**config.mk**
```make
export PLATFORM = sky130hd
export DESIGN_NAME = i2c_byte_ctrl
export DESIGN_NICKNAME = d
export VERILOG_FILES = /design/src/rtl/i2cb_pkg.sv /design/src/rtl/i2cb_rate_gen.sv /design/src/rtl/i2cb_line_sync.sv /design/src/rtl/i2cb_engine.sv /design/src/rtl/i2c_byte_ctrl.sv
export SDC_FILE = /design/constraint.sdc
export NUM_CORES = 1
export LEC_CHECK = 0
export BUFFER_PORTS_ARGS = -buffer_cell sky130_fd_sc_hd__buf_2
export CAP_MARGIN = 20
export CORE_UTILIZATION = 40
export DETAILED_ROUTE_END_ITERATION = 10
export GPL_TIMING_DRIVEN = 0
export PLACE_DENSITY = 0.58
export SLEW_MARGIN = 20
export SYNTH_ARGS = -nofsm -noshare
export SYNTH_HDL_FRONTEND = slang
export SYNTH_SLANG_ARGS = --single-unit
export TNS_END_PERCENT = 1
```
**constraint.sdc**
```tcl
create_clock -name clk -period 3.55 [get_ports clk]
set_clock_uncertainty 0.15 [all_clocks]
set_input_delay 0.1775 -clock clk [delete_from_list [all_inputs] [get_ports clk]]
set_output_delay 0.1775 -clock clk [all_outputs]
set_load 0.05 [all_outputs]
```
**src/rtl/i2cb_pkg.sv**
```systemverilog
// Shared types and constants for the byte-level two-wire controller.
// Assumes a single master transmitter; codes are fixed by the bus protocol.
package i2cb_pkg;

    // engine states: S* = start sequence, P* = stop sequence, B* = byte bits
    typedef enum logic [3:0] {
        EN_IDLE, EN_SA, EN_SB, EN_SC, EN_SD,
        EN_PA, EN_PB, EN_PC, EN_BLO, EN_BHI
    } eng_state_t;

    typedef enum logic [1:0] {
        CMD_START, CMD_STOP, CMD_BYTE
    } cmd_kind_t;

    // control word bit positions
    localparam int CB_FLAG = 7;
    localparam int CB_STA  = 5;
    localparam int CB_STO  = 4;
    localparam int CB_EN   = 2;
    localparam int CB_IE   = 0;

    // outcome codes
    localparam logic [7:0] ST_START     = 8'h08;
    localparam logic [7:0] ST_ADDR_ACK  = 8'h18;
    localparam logic [7:0] ST_ADDR_NACK = 8'h20;
    localparam logic [7:0] ST_DATA_ACK  = 8'h28;
    localparam logic [7:0] ST_DATA_NACK = 8'h30;
    localparam logic [7:0] ST_ARB_LOST  = 8'h38;
    localparam logic [7:0] ST_BUS_ERR   = 8'h00;
    localparam logic [7:0] ST_NONE      = 8'hF8;

    // base half-period length in clocks (period = 2*(BASE_HALF + D))
    localparam int BASE_HALF = 8;

endpackage

```
**src/rtl/i2cb_rate_gen.sv**
```systemverilog
// Half-period tick generator. While run is high it emits one tick every
// BASE_HALF + div clocks; it restarts from zero whenever run is low.
// Assumes div is held constant while run is high.
module i2cb_rate_gen #(
    parameter int DIV_W = 8
) (
    input  logic             clk,
    input  logic             rst_n,
    input  logic             run,
    input  logic [DIV_W-1:0] div,
    output logic             tick
);
    import i2cb_pkg::*;

    localparam int CNT_W = DIV_W + 1;

    logic [CNT_W-1:0] cnt_q;
    logic [CNT_W-1:0] last_cnt;

    assign last_cnt = CNT_W'(div) + CNT_W'(BASE_HALF) - CNT_W'(1);
    assign tick     = run && (cnt_q == last_cnt);

    // count clocks within the current half period
    always_ff @(posedge clk) begin
        if (!rst_n || !run || tick) begin
            cnt_q <= '0;
        end else begin
            cnt_q <= cnt_q + CNT_W'(1);
        end
    end
endmodule

```
**src/rtl/i2cb_line_sync.sv**
```systemverilog
// Multi-stage synchronizer for the sampled bus lines. Idle lines read high,
// so the stages reset to 1. Assumes STAGES >= 2.
module i2cb_line_sync #(
    parameter int STAGES = 2,
    parameter int LINES  = 2
) (
    input  logic             clk,
    input  logic             rst_n,
    input  logic [LINES-1:0] din,
    output logic [LINES-1:0] dout
);
    for (genvar g = 0; g < LINES; g++) begin : g_line
        logic [STAGES-1:0] sh_q;

        // shift the raw level through the stages
        always_ff @(posedge clk) begin
            if (!rst_n) begin
                sh_q <= '1;
            end else begin
                sh_q <= {sh_q[STAGES-2:0], din[g]};
            end
        end

        assign dout[g] = sh_q[STAGES-1];
    end
endmodule

```
**src/rtl/i2cb_engine.sv**
```systemverilog
// Bus action engine: runs one START, STOP or 9-clock byte action per cmd_go
// pulse. It pulses done with res_code when a START or byte finishes or a
// fault ends it, and pulses stop_done when a STOP finishes.
// Assumes each phase lasts at least 8 clocks (tick spacing) and that
// cmd_go arrives only while busy is low.
module i2cb_engine (
    input  logic                clk,
    input  logic                rst_n,
    input  logic                cmd_go,
    input  i2cb_pkg::cmd_kind_t cmd_kind,
    input  logic [7:0]          byte_in,
    input  logic                tick,
    input  logic                scl_s,
    input  logic                sda_s,
    output logic                busy,
    output logic                scl_oe,
    output logic                sda_oe,
    output logic                done,
    output logic                stop_done,
    output logic [7:0]          res_code
);
    import i2cb_pkg::*;

    eng_state_t st_q;
    logic [7:0] sh_q;
    logic [3:0] bitcnt_q;
    logic       first_q;
    logic [1:0] hi_age_q;
    logic       smp_q;
    logic       addr_ph_q;

    assign busy = (st_q != EN_IDLE);

    // sequence the bus lines through the phases of the current action
    always_ff @(posedge clk) begin
        if (!rst_n) begin
            st_q      <= EN_IDLE;
            sh_q      <= '0;
            bitcnt_q  <= '0;
            first_q   <= 1'b0;
            hi_age_q  <= '0;
            smp_q     <= 1'b1;
            addr_ph_q <= 1'b0;
            scl_oe    <= 1'b0;
            sda_oe    <= 1'b0;
            done      <= 1'b0;
            stop_done <= 1'b0;
            res_code  <= ST_NONE;
        end else begin
            done      <= 1'b0;
            stop_done <= 1'b0;
            unique case (st_q)
                EN_IDLE: begin
                    if (cmd_go) begin
                        unique case (cmd_kind)
                            CMD_START: begin
                                st_q   <= EN_SA;
                                sda_oe <= 1'b0;
                            end
                            CMD_STOP: begin
                                st_q    <= EN_PA;
                                scl_oe  <= 1'b1;
                                first_q <= 1'b1;
                            end
                            default: begin
                                st_q     <= EN_BLO;
                                sh_q     <= byte_in;
                                bitcnt_q <= '0;
                                scl_oe   <= 1'b1;
                                first_q  <= 1'b1;
                            end
                        endcase
                    end
                end
                EN_SA: if (tick) begin st_q <= EN_SB; scl_oe <= 1'b0; end
                EN_SB: if (tick) begin st_q <= EN_SC; sda_oe <= 1'b1; end
                EN_SC: if (tick) begin st_q <= EN_SD; scl_oe <= 1'b1; end
                EN_SD: begin
                    if (tick) begin
                        st_q      <= EN_IDLE;
                        done      <= 1'b1;
                        res_code  <= ST_START;
                        addr_ph_q <= 1'b1;
                    end
                end
                EN_PA: begin
                    if (first_q) begin
                        sda_oe  <= 1'b1;
                        first_q <= 1'b0;
                    end
                    if (tick) begin st_q <= EN_PB; scl_oe <= 1'b0; end
                end
                EN_PB: if (tick) begin st_q <= EN_PC; sda_oe <= 1'b0; end
                EN_PC: begin
                    if (tick) begin
                        st_q      <= EN_IDLE;
                        stop_done <= 1'b1;
                        addr_ph_q <= 1'b0;
                    end
                end
                EN_BLO: begin
                    if (first_q) begin
                        sda_oe  <= (bitcnt_q == 4'd8) ? 1'b0 : ~sh_q[7];
                        first_q <= 1'b0;
                    end
                    if (tick) begin
                        st_q     <= EN_BHI;
                        scl_oe   <= 1'b0;
                        hi_age_q <= '0;
                    end
                end
                EN_BHI: begin
                    if (hi_age_q != 2'd3) begin
                        hi_age_q <= hi_age_q + 2'd1;
                    end
                    if (hi_age_q == 2'd2) begin
                        smp_q <= sda_s;
                        if ((bitcnt_q != 4'd8) && !sda_oe && !sda_s) begin
                            st_q      <= EN_IDLE;
                            scl_oe    <= 1'b0;
                            sda_oe    <= 1'b0;
                            done      <= 1'b1;
                            res_code  <= ST_ARB_LOST;
                            addr_ph_q <= 1'b0;
                        end
                    end else if (tick) begin
                        if (scl_s && (sda_s != smp_q)) begin
                            st_q      <= EN_IDLE;
                            scl_oe    <= 1'b0;
                            sda_oe    <= 1'b0;
                            done      <= 1'b1;
                            res_code  <= ST_BUS_ERR;
                            addr_ph_q <= 1'b0;
                        end else if (bitcnt_q == 4'd8) begin
                            st_q      <= EN_IDLE;
                            scl_oe    <= 1'b1;
                            sda_oe    <= 1'b0;
                            done      <= 1'b1;
                            addr_ph_q <= 1'b0;
                            if (addr_ph_q) begin
                                res_code <= smp_q ? ST_ADDR_NACK : ST_ADDR_ACK;
                            end else begin
                                res_code <= smp_q ? ST_DATA_NACK : ST_DATA_ACK;
                            end
                        end else begin
                            st_q     <= EN_BLO;
                            bitcnt_q <= bitcnt_q + 4'd1;
                            sh_q     <= {sh_q[6:0], 1'b0};
                            scl_oe   <= 1'b1;
                            first_q  <= 1'b1;
                        end
                    end
                end
                default: st_q <= EN_IDLE;
            endcase
        end
    end
endmodule

```
**src/rtl/i2c_byte_ctrl.sv**
```systemverilog
// Byte-level two-wire master controller. Holds the control word, data and
// rate registers, launches one engine action per accepted command, and
// latches the completion flag and status code. Assumes software waits for
// the flag (or the STOP bit clearing) before writing the next command.
module i2c_byte_ctrl #(
    parameter int DIV_W       = 8,
    parameter int SYNC_STAGES = 2
) (
    input  logic             clk,
    input  logic             rst_n,
    input  logic             ctl_we,
    input  logic [7:0]       ctl_wdata,
    input  logic             dat_we,
    input  logic [7:0]       dat_wdata,
    input  logic             rate_we,
    input  logic [DIV_W-1:0] rate_wdata,
    output logic [7:0]       ctl_rdata,
    output logic [7:0]       dat_rdata,
    output logic [7:0]       status_o,
    output logic             irq_o,
    input  logic             scl_i,
    input  logic             sda_i,
    output logic             scl_oe_o,
    output logic             sda_oe_o
);
    import i2cb_pkg::*;

    logic             flag_q, ie_q, en_q, sta_q, sto_q;
    logic [7:0]       status_q, dat_q;
    logic [DIV_W-1:0] div_q;
    logic             busy, tick, cmd_go;
    logic             eng_scl_oe, eng_sda_oe, eng_done, eng_stop_done;
    logic [7:0]       eng_code;
    logic [1:0]       lines_s;
    cmd_kind_t        cmd_kind;

    assign cmd_go = ctl_we && ctl_wdata[CB_FLAG] && ctl_wdata[CB_EN] && !busy;

    // decode which action the command word asks for
    always_comb begin
        if (ctl_wdata[CB_STA]) begin
            cmd_kind = CMD_START;
        end else if (ctl_wdata[CB_STO]) begin
            cmd_kind = CMD_STOP;
        end else begin
            cmd_kind = CMD_BYTE;
        end
    end

    // control word, flag and status bookkeeping
    always_ff @(posedge clk) begin
        if (!rst_n) begin
            flag_q   <= 1'b0;
            ie_q     <= 1'b0;
            en_q     <= 1'b0;
            sta_q    <= 1'b0;
            sto_q    <= 1'b0;
            status_q <= ST_NONE;
        end else begin
            if (ctl_we) begin
                ie_q <= ctl_wdata[CB_IE];
                if (!busy) begin
                    en_q  <= ctl_wdata[CB_EN];
                    sta_q <= ctl_wdata[CB_STA];
                    sto_q <= cmd_go && (cmd_kind == CMD_STOP);
                    if (ctl_wdata[CB_FLAG]) begin
                        flag_q <= 1'b0;
                    end
                end
            end
            if (cmd_go) begin
                status_q <= ST_NONE;
            end
            if (eng_done) begin
                flag_q   <= 1'b1;
                status_q <= eng_code;
            end
            if (eng_stop_done) begin
                sto_q    <= 1'b0;
                status_q <= ST_NONE;
            end
        end
    end

    // data and rate registers, frozen while an action runs
    always_ff @(posedge clk) begin
        if (!rst_n) begin
            dat_q <= '0;
            div_q <= '0;
        end else if (!busy) begin
            if (dat_we) begin
                dat_q <= dat_wdata;
            end
            if (rate_we) begin
                div_q <= rate_wdata;
            end
        end
    end

    i2cb_line_sync #(
        .STAGES (SYNC_STAGES),
        .LINES  (2)
    ) u_sync (
        .clk   (clk),
        .rst_n (rst_n),
        .din   ({scl_i, sda_i}),
        .dout  (lines_s)
    );

    i2cb_rate_gen #(
        .DIV_W (DIV_W)
    ) u_rate (
        .clk   (clk),
        .rst_n (rst_n),
        .run   (busy),
        .div   (div_q),
        .tick  (tick)
    );

    i2cb_engine u_eng (
        .clk       (clk),
        .rst_n     (rst_n),
        .cmd_go    (cmd_go),
        .cmd_kind  (cmd_kind),
        .byte_in   (dat_q),
        .tick      (tick),
        .scl_s     (lines_s[1]),
        .sda_s     (lines_s[0]),
        .busy      (busy),
        .scl_oe    (eng_scl_oe),
        .sda_oe    (eng_sda_oe),
        .done      (eng_done),
        .stop_done (eng_stop_done),
        .res_code  (eng_code)
    );

    assign ctl_rdata = {flag_q, 1'b0, sta_q, sto_q, 1'b0, en_q, 1'b0, ie_q};
    assign dat_rdata = dat_q;
    assign status_o  = status_q;
    assign irq_o     = flag_q & ie_q;
    assign scl_oe_o  = eng_scl_oe & en_q;
    assign sda_oe_o  = eng_sda_oe & en_q;
endmodule

```
Word-level counts from Yosys, hierarchy flattened:

Cells that the tools add are included.

* bits in registers: 75
* output and inout bits: 27
* logic and storage cells: 203

* add/sub/neg operators: 5
* eq/ne operators: 41
* multiplexer cells: 82
* bitwise logic cells: 6
* reduce and logical (&&, ||, !) cells: 46

Operator list (count)
* two-way mux 8 bit: 15
* two-way mux 4 bit: 19
* case mux 4 bit (9 select lines): 1
* != test 2 bit (second input constant): 17
* case mux 8 bit (2 select lines): 2
* two-way mux 1 bit: 31
* AND reduction 7 bit: 3
* AND reduction 10 bit: 2
* equality test 4 x 3 -> 1 bit (second input constant): 4
* case mux 4 bit (2 select lines): 2
* equality test 4 bit (second input constant): 3
* != test 2 x 1 -> 1 bit (second input constant): 6
* nonzero test 2 bit: 6
* AND reduction 2 bit: 5
* adder 8 x 4 -> 9 bit (second input constant): 1
* adder 9 x 1 -> 9 bit (second input constant): 1
* equality test 9 bit: 1
* subtractor 9 x 1 -> 9 bit (second input constant): 1
* equality test 4 x 2 -> 1 bit (second input constant): 2
* logical AND 1 bit: 8
* two-way mux 2 bit: 4
* nonzero test 4 bit: 2
* OR reduction 2 bit: 4
* two-way mux 6 bit: 1
* 28 further kinds: 39

Depth between registers and ports, before layout:

* depth after elaboration: 7
* mapped depth: 12

By module:

A second synthesis with hierarchy kept.

* cell total of the unflattened synthesis: 438
* area total of the unflattened synthesis: 3875.0 um^2

By module, submodules not included
* i2cb_engine: instances 1, cells each 231, area an instance 1854.3 um^2, seq. area each 580.6 um^2
* i2c_byte_ctrl: instances 1, cells each 122, area an instance 1197.4 um^2, seq. area each 580.6 um^2
* i2cb_rate_gen: instances 1, cells each 75, area an instance 703.2 um^2, seq. area each 180.2 um^2
* i2cb_line_sync: instances 1, cells each 10, area an instance 120.1 um^2, seq. area each 80.1 um^2

Worst setup path before layout:

Ideal clock, no wire load.

* path type: flip-flop to flip-flop
* from: register div_q[0]
* to: register u_eng.sh_q[0]
* setup time: 0.072 ns
* arrival: 2.632 ns
* required time: 3.328 ns
* setup slack: 0.696 ns
* stages on the path, launching flop included: 11
* path buffers: 3
* period minus slack after synthesis: 2.854 ns
* cell sequence: dfxtp_1 -> buf_6 -> or3_4 -> xnor2_1 -> or4_1 -> and3_4 -> buf_6 -> or4_4 -> nand2_2 -> buf_6 -> mux2i_1

* cells in the longest elaborated chain, start to end: 6

RTL lines
* from (decl): RTL line i2c_byte_ctrl.sv:30 `logic [DIV_W-1:0] div_q;`
* from (signal assigned): RTL line i2c_byte_ctrl.sv:95 `div_q <= rate_wdata;`
* adder 8 x 4 -> 9 bit: RTL line i2cb_rate_gen.sv:20 `assign last_cnt = CNT_W'(div) + CNT_W'(BASE_HALF) - CNT_W'(1);`
* subtractor 9 x 1 -> 9 bit: RTL line i2cb_rate_gen.sv:20
* equality test 9 bit: RTL line i2cb_rate_gen.sv:21 `assign tick = run && (cnt_q == last_cnt);`
* logical AND 1 bit: RTL line i2cb_rate_gen.sv:21
* != test 2 bit (no source line)
* AND reduction 7 bit (no source line)
* to (signal assigned): RTL line i2cb_engine.sv:67 `sh_q <= byte_in;`
* to (signal assigned): RTL line i2cb_engine.sv:148 `sh_q <= {sh_q[6:0], 1'b0};`
* to (decl): RTL line i2cb_engine.sv:25 `logic [7:0] sh_q;`

Every way passes these cells.
A chain may end at the register's enable or synchronous reset.

Worst setup path in the final report:

* from: register u_eng.st_q[1]
* to: register u_eng.sh_q[0]

* cells in the longest elaborated chain, start to end: 5
* elaborated cells between the ends (all ways): 15
* those cells by class: eq/ne (7); mux (1); reduce/logical (7)

RTL lines
* from (decl): RTL line i2cb_engine.sv:24 `eng_state_t st_q;`
* from (signal assigned): RTL line i2cb_engine.sv:37 `st_q <= EN_IDLE;`
* from (signal assigned): RTL line i2cb_engine.sv:57 `st_q <= EN_SA;`
* from (signal assigned): RTL line i2cb_engine.sv:61 `st_q <= EN_PA;`
* nonzero test 4 bit: RTL line i2cb_engine.sv:32 `assign busy = (st_q != EN_IDLE);`
* logical NOT 1 bit: RTL line i2c_byte_ctrl.sv:37 `assign cmd_go = ctl_we && ctl_wdata[CB_FLAG] && ctl_wdata[CB_EN] && !busy;`
* logical AND 1 bit: RTL line i2c_byte_ctrl.sv:37
* != test 2 bit (no source line)
* AND reduction 7 bit (no source line)

Parallel ways exist; a longest one is shown, timed or not.

==> results_dict.tcl <==
set metrics [dict create \
    cts_tree "built" \
    leakage_nw 1.74 \
    clk_pin_slew_worst_paths_ns 0.07 \
    port-buffer-count 45 \
    holdCritPathClass "in -> reg" \
    p_int_mw 1.27 \
    start_kind "register" \
    syn-cell-area_um2 3680 \
    rows 34 \
    p_sw_share_pct 29.1 \
    crit_type "reg -> reg" \
    worst-endpoint-arrival_ns 3.25 \
    seq_power_share_pct 44.8 \
    r2r-end "u_eng.sh_q[0]" \
    synth_seq_cells 67 \
    drt_iter0_drc 228 \
    grt_max_degree 11 \
    path_cells "clkbuf_1 -> nor2_1 -> nand3_1 -> nor2_1 -> nand3_1 -> or4_4 -> nand2_2 -> buf_6 -> mux2i_1" \
    setup_ws_ns 0.412 \
    hold_buffers 21 \
    clock_power_share_pct 35.1 \
    clockRootBuffer "clkbuf_8" \
    finalSetupViolations 0 \
    timing_worst_slew_pin_value_ns 0.951 \
    synth_top_area_share_pct 36.5 \
    cp_top_family "simple AND/OR/NAND/NOR gates" \
    hold_viol 0 \
    via_per_inst 5.36 \
    initial_core_util_pct 41.8 \
    synth_top_area_cell "dfxtp_1" \
    cp.depth 9 \
    peakVddDrop_mv 0.197 \
    finalSetupTns_ns 0 \
    cp-endpoint "u_eng.sh_q[0]" \
    nets 580 \
    crit_required_ns 3.66 \
    detail_route.first_pass.iterations 8 \
    crit_start "u_eng.st_q[1]" \
    synth_cell_types 59 \
    vias 3503 \
    multi_input_area_um2 2090 \
    design.core.area_um2 8810 \
    cp_slowest_stage_delay_ns 0.57 \
    violations "design-rule violations" \
    finalCritPeriodShare_pct 88.4 \
    grt_pass1_vias 3340 \
    endpoint_kind "register" \
    boundaryPins 58 \
    slew_viol_final 0 \
    cts_resized 0 \
    rsz0062_at_grt "false" \
    async_reset_ff_share_pct 0 \
    wl_per_cell_um 14.7 \
    comb_power_share_pct 20.1 \
    final_layout_size_suffix_gt1_share_pct 16.1 \
    r2r_setup_slack_ns 0.41 \
    outcome "finished with violations" \
    grtUsageTotal_pct 21.3 \
    grt_pass1_wl_um 16300 \
    die_x_um 97.9 \
    syn_inst 460 \
    post-dp-hpwl_um 6980 \
    ff2ff_path_depth 9 \
    dp_slack_ns 0.478 \
    path_max_fanout 10 \
    fp.dieH_um 97.9 \
    drt-total-wl_um 9640 \
    crit_buf_inv 2 \
    r2r_start "u_eng.st_q[1]" \
    syn_avg_cell_area_um2 7.99 \
    fill_cells 850 \
    h-tree-depth 3 \
    cp_slowest_cell "or4_4" \
    netSwitchingPower_uw 523 \
    numCtsBuffers 9 \
    diodes 0 \
    seq_area_frac_synth_pct 36.5 \
    area_growth_pct 21.6 \
    cap_viol_max_count 0 \
    grt_overflow_total 0 \
    synthFlopType "dfxtp_1" \
    clock_sinks 67 \
    clk_latency_ns 0.33 \
    dieArea_um2 9580 \
    synth_enable_flop_cells 0 \
    max_freq_mhz 319 \
    drc_errors 4 \
    seq_area_um2 1340 \
    maxSlewHeadroom_pct 36.1 \
    place.gp.congestion 0.889 \
    antenna_found_initial 0 \
    final_antenna_net_count 0 \
    yosys_warnings 0 \
    yosys-top-cells-area "dfxtp_1 36%, nand3_1 6.0%, nand2_1 5.6%" \
    clk_path_buf_depth 2 \
    power_per_cell_area_nw_per_um2 401 \
    fin_crit_ns 3.14 \
    post_cts_buffers 0 \
]
## per-layer routing
| layer | GRT usage [%] | part of all wire (%) |
|---|---|---|
| met3 | 3.22 | 6.0 |
| met1 | 28.3 | 46 |
| met5 | 0 | 0 |
| met4 | 9.32 | 2.4 |
| met2 | 34.2 | 45 |
## area by class of cell
class                   count  share of cell area, %
multi-input cells         344                   46.8
inverters                  15                   1.26
flip-flops and latches     67                   30.0
plain buffers              39                   4.84
clock inverters             2                  0.783
clock buffers              13                   3.55
repair buffers             66                   9.73
well taps                 108                   3.02
## how the worst min path moves through the flow
| stage | to | cells after the start | from | slack [ns] |
|---|---|---|---|---|
| 2_1_floorplan | u_sync.g_line[0].sh_q[0] | 1 | sda_i | 0.13 |
| 3_3_place_gp | u_sync.g_line[1].sh_q[0] | 2 | scl_i | 0.21 |
| 3_5_place_dp | u_sync.g_line[1].sh_q[0] | 2 | scl_i | 0.21 |
| 4_1_cts | sta_q | 3 | ctl_we | 0.03 |
| 5_1_grt | ie_q | 3 | ctl_we | 0.08 |
| 6_report | sta_q | 3 | ctl_we | 0.03 |
## power groups by stage
stage | Clock (mW) | Sequential, mW | Combinational [mW]
CTS | 0.651 | 0.805 | 0.357
floorplan | 0 | 0.843 | 0.227
finish | 0.630 | 0.805 | 0.361
global placement | 0 | 0.821 | 0.333
detailed placement | 0 | 0.822 | 0.338
global route | 0.693 | 0.809 | 0.394
## sequential cells by signal, indices dropped and copies added (netlist names), 2 cells and up
signal,flops
u_eng.sh_q,8
u_sync.g_line.sh_q,4
status_o,4
u_eng.res_code,4
u_rate.cnt_q,9
dat_rdata,8
u_eng.bitcnt_q,4
div_q,8
u_eng.st_q,4
u_eng.hi_age_q,2
## per-stage QoR
stage,utilization (%),hold WS (ns),instances,cell area (um2),power (mW)
floorplan,-,0.129,465,3700,1.07
global placement,46.1,0.207,618,4060,1.15
detailed placement,46.2,0.214,618,4070,1.16
CTS,50.8,0.0279,654,4470,1.81
global route,50.8,0.0819,654,4470,1.90
finish,50.8,0.0342,654,4470,1.80
## synthesized netlist by cell type, types with 2 or more instances
master / count
clkbuf_1: 21
nor4_1: 7
xor2_1: 7
nor3_1: 18
buf_2: 2
a211oi_1: 5
o22ai_1: 3
ha_1: 7
o211ai_1: 3
a21boi_0: 12
nand4_1: 3
nand2b_1: 10
o21ai_0: 21
dfxtp_1: 67
and4_1: 2
nor4b_1: 3
o31ai_1: 3
nand3b_1: 2
o2111ai_1: 2
nand3_1: 44
nand2_1: 55
a41oi_1: 3
a31oi_1: 3
xnor2_1: 11
o32ai_1: 2
buf_6: 3
buf_4: 12
o211a_1: 2
mux2i_1: 14
inv_1: 15
or4_1: 2
nor2b_1: 13
a21oi_1: 21
a21o_1: 2
and2_1: 7
nor2_1: 30
## cell usage in the layout (no fill, tap or decap), types with 10 or more instances in the layout
master and n:
mux2i_1 14, nor2_1 30, a21oi_1 21, clkbuf_8 11
nand3_1 44, a21boi_0 12, buf_4 12, xnor2_1 11
inv_1 15, nor2b_1 13, nand2_1 55, dfxtp_1 67
clkbuf_1 23, nand2b_1 10, buf_2 47, o21ai_0 21
dlygate4sd3_1 21, nor3_1 18
## kinds of logic after synthesis
family | share of synthesized area, %
flops | 36.5
other cells | 0.102
buf+inv | 7.42
compound gates | 16.6
mux | 4.12
simple gates | 28.6
xor+xnor | 4.29
fa+ha+maj | 2.38
## worst register-to-register path, cell delays in order, from the launching register on
cell and delay, ns:
dfxtp_1 0.30, clkbuf_1 0.22, nor2_1 0.51, nand3_1 0.41
nor2_1 0.23, nand3_1 0.23, or4_4 0.57, nand2_2 0.10
buf_6 0.15, mux2i_1 0.20
Note: power is estimated with default switching activity, not from simulation.
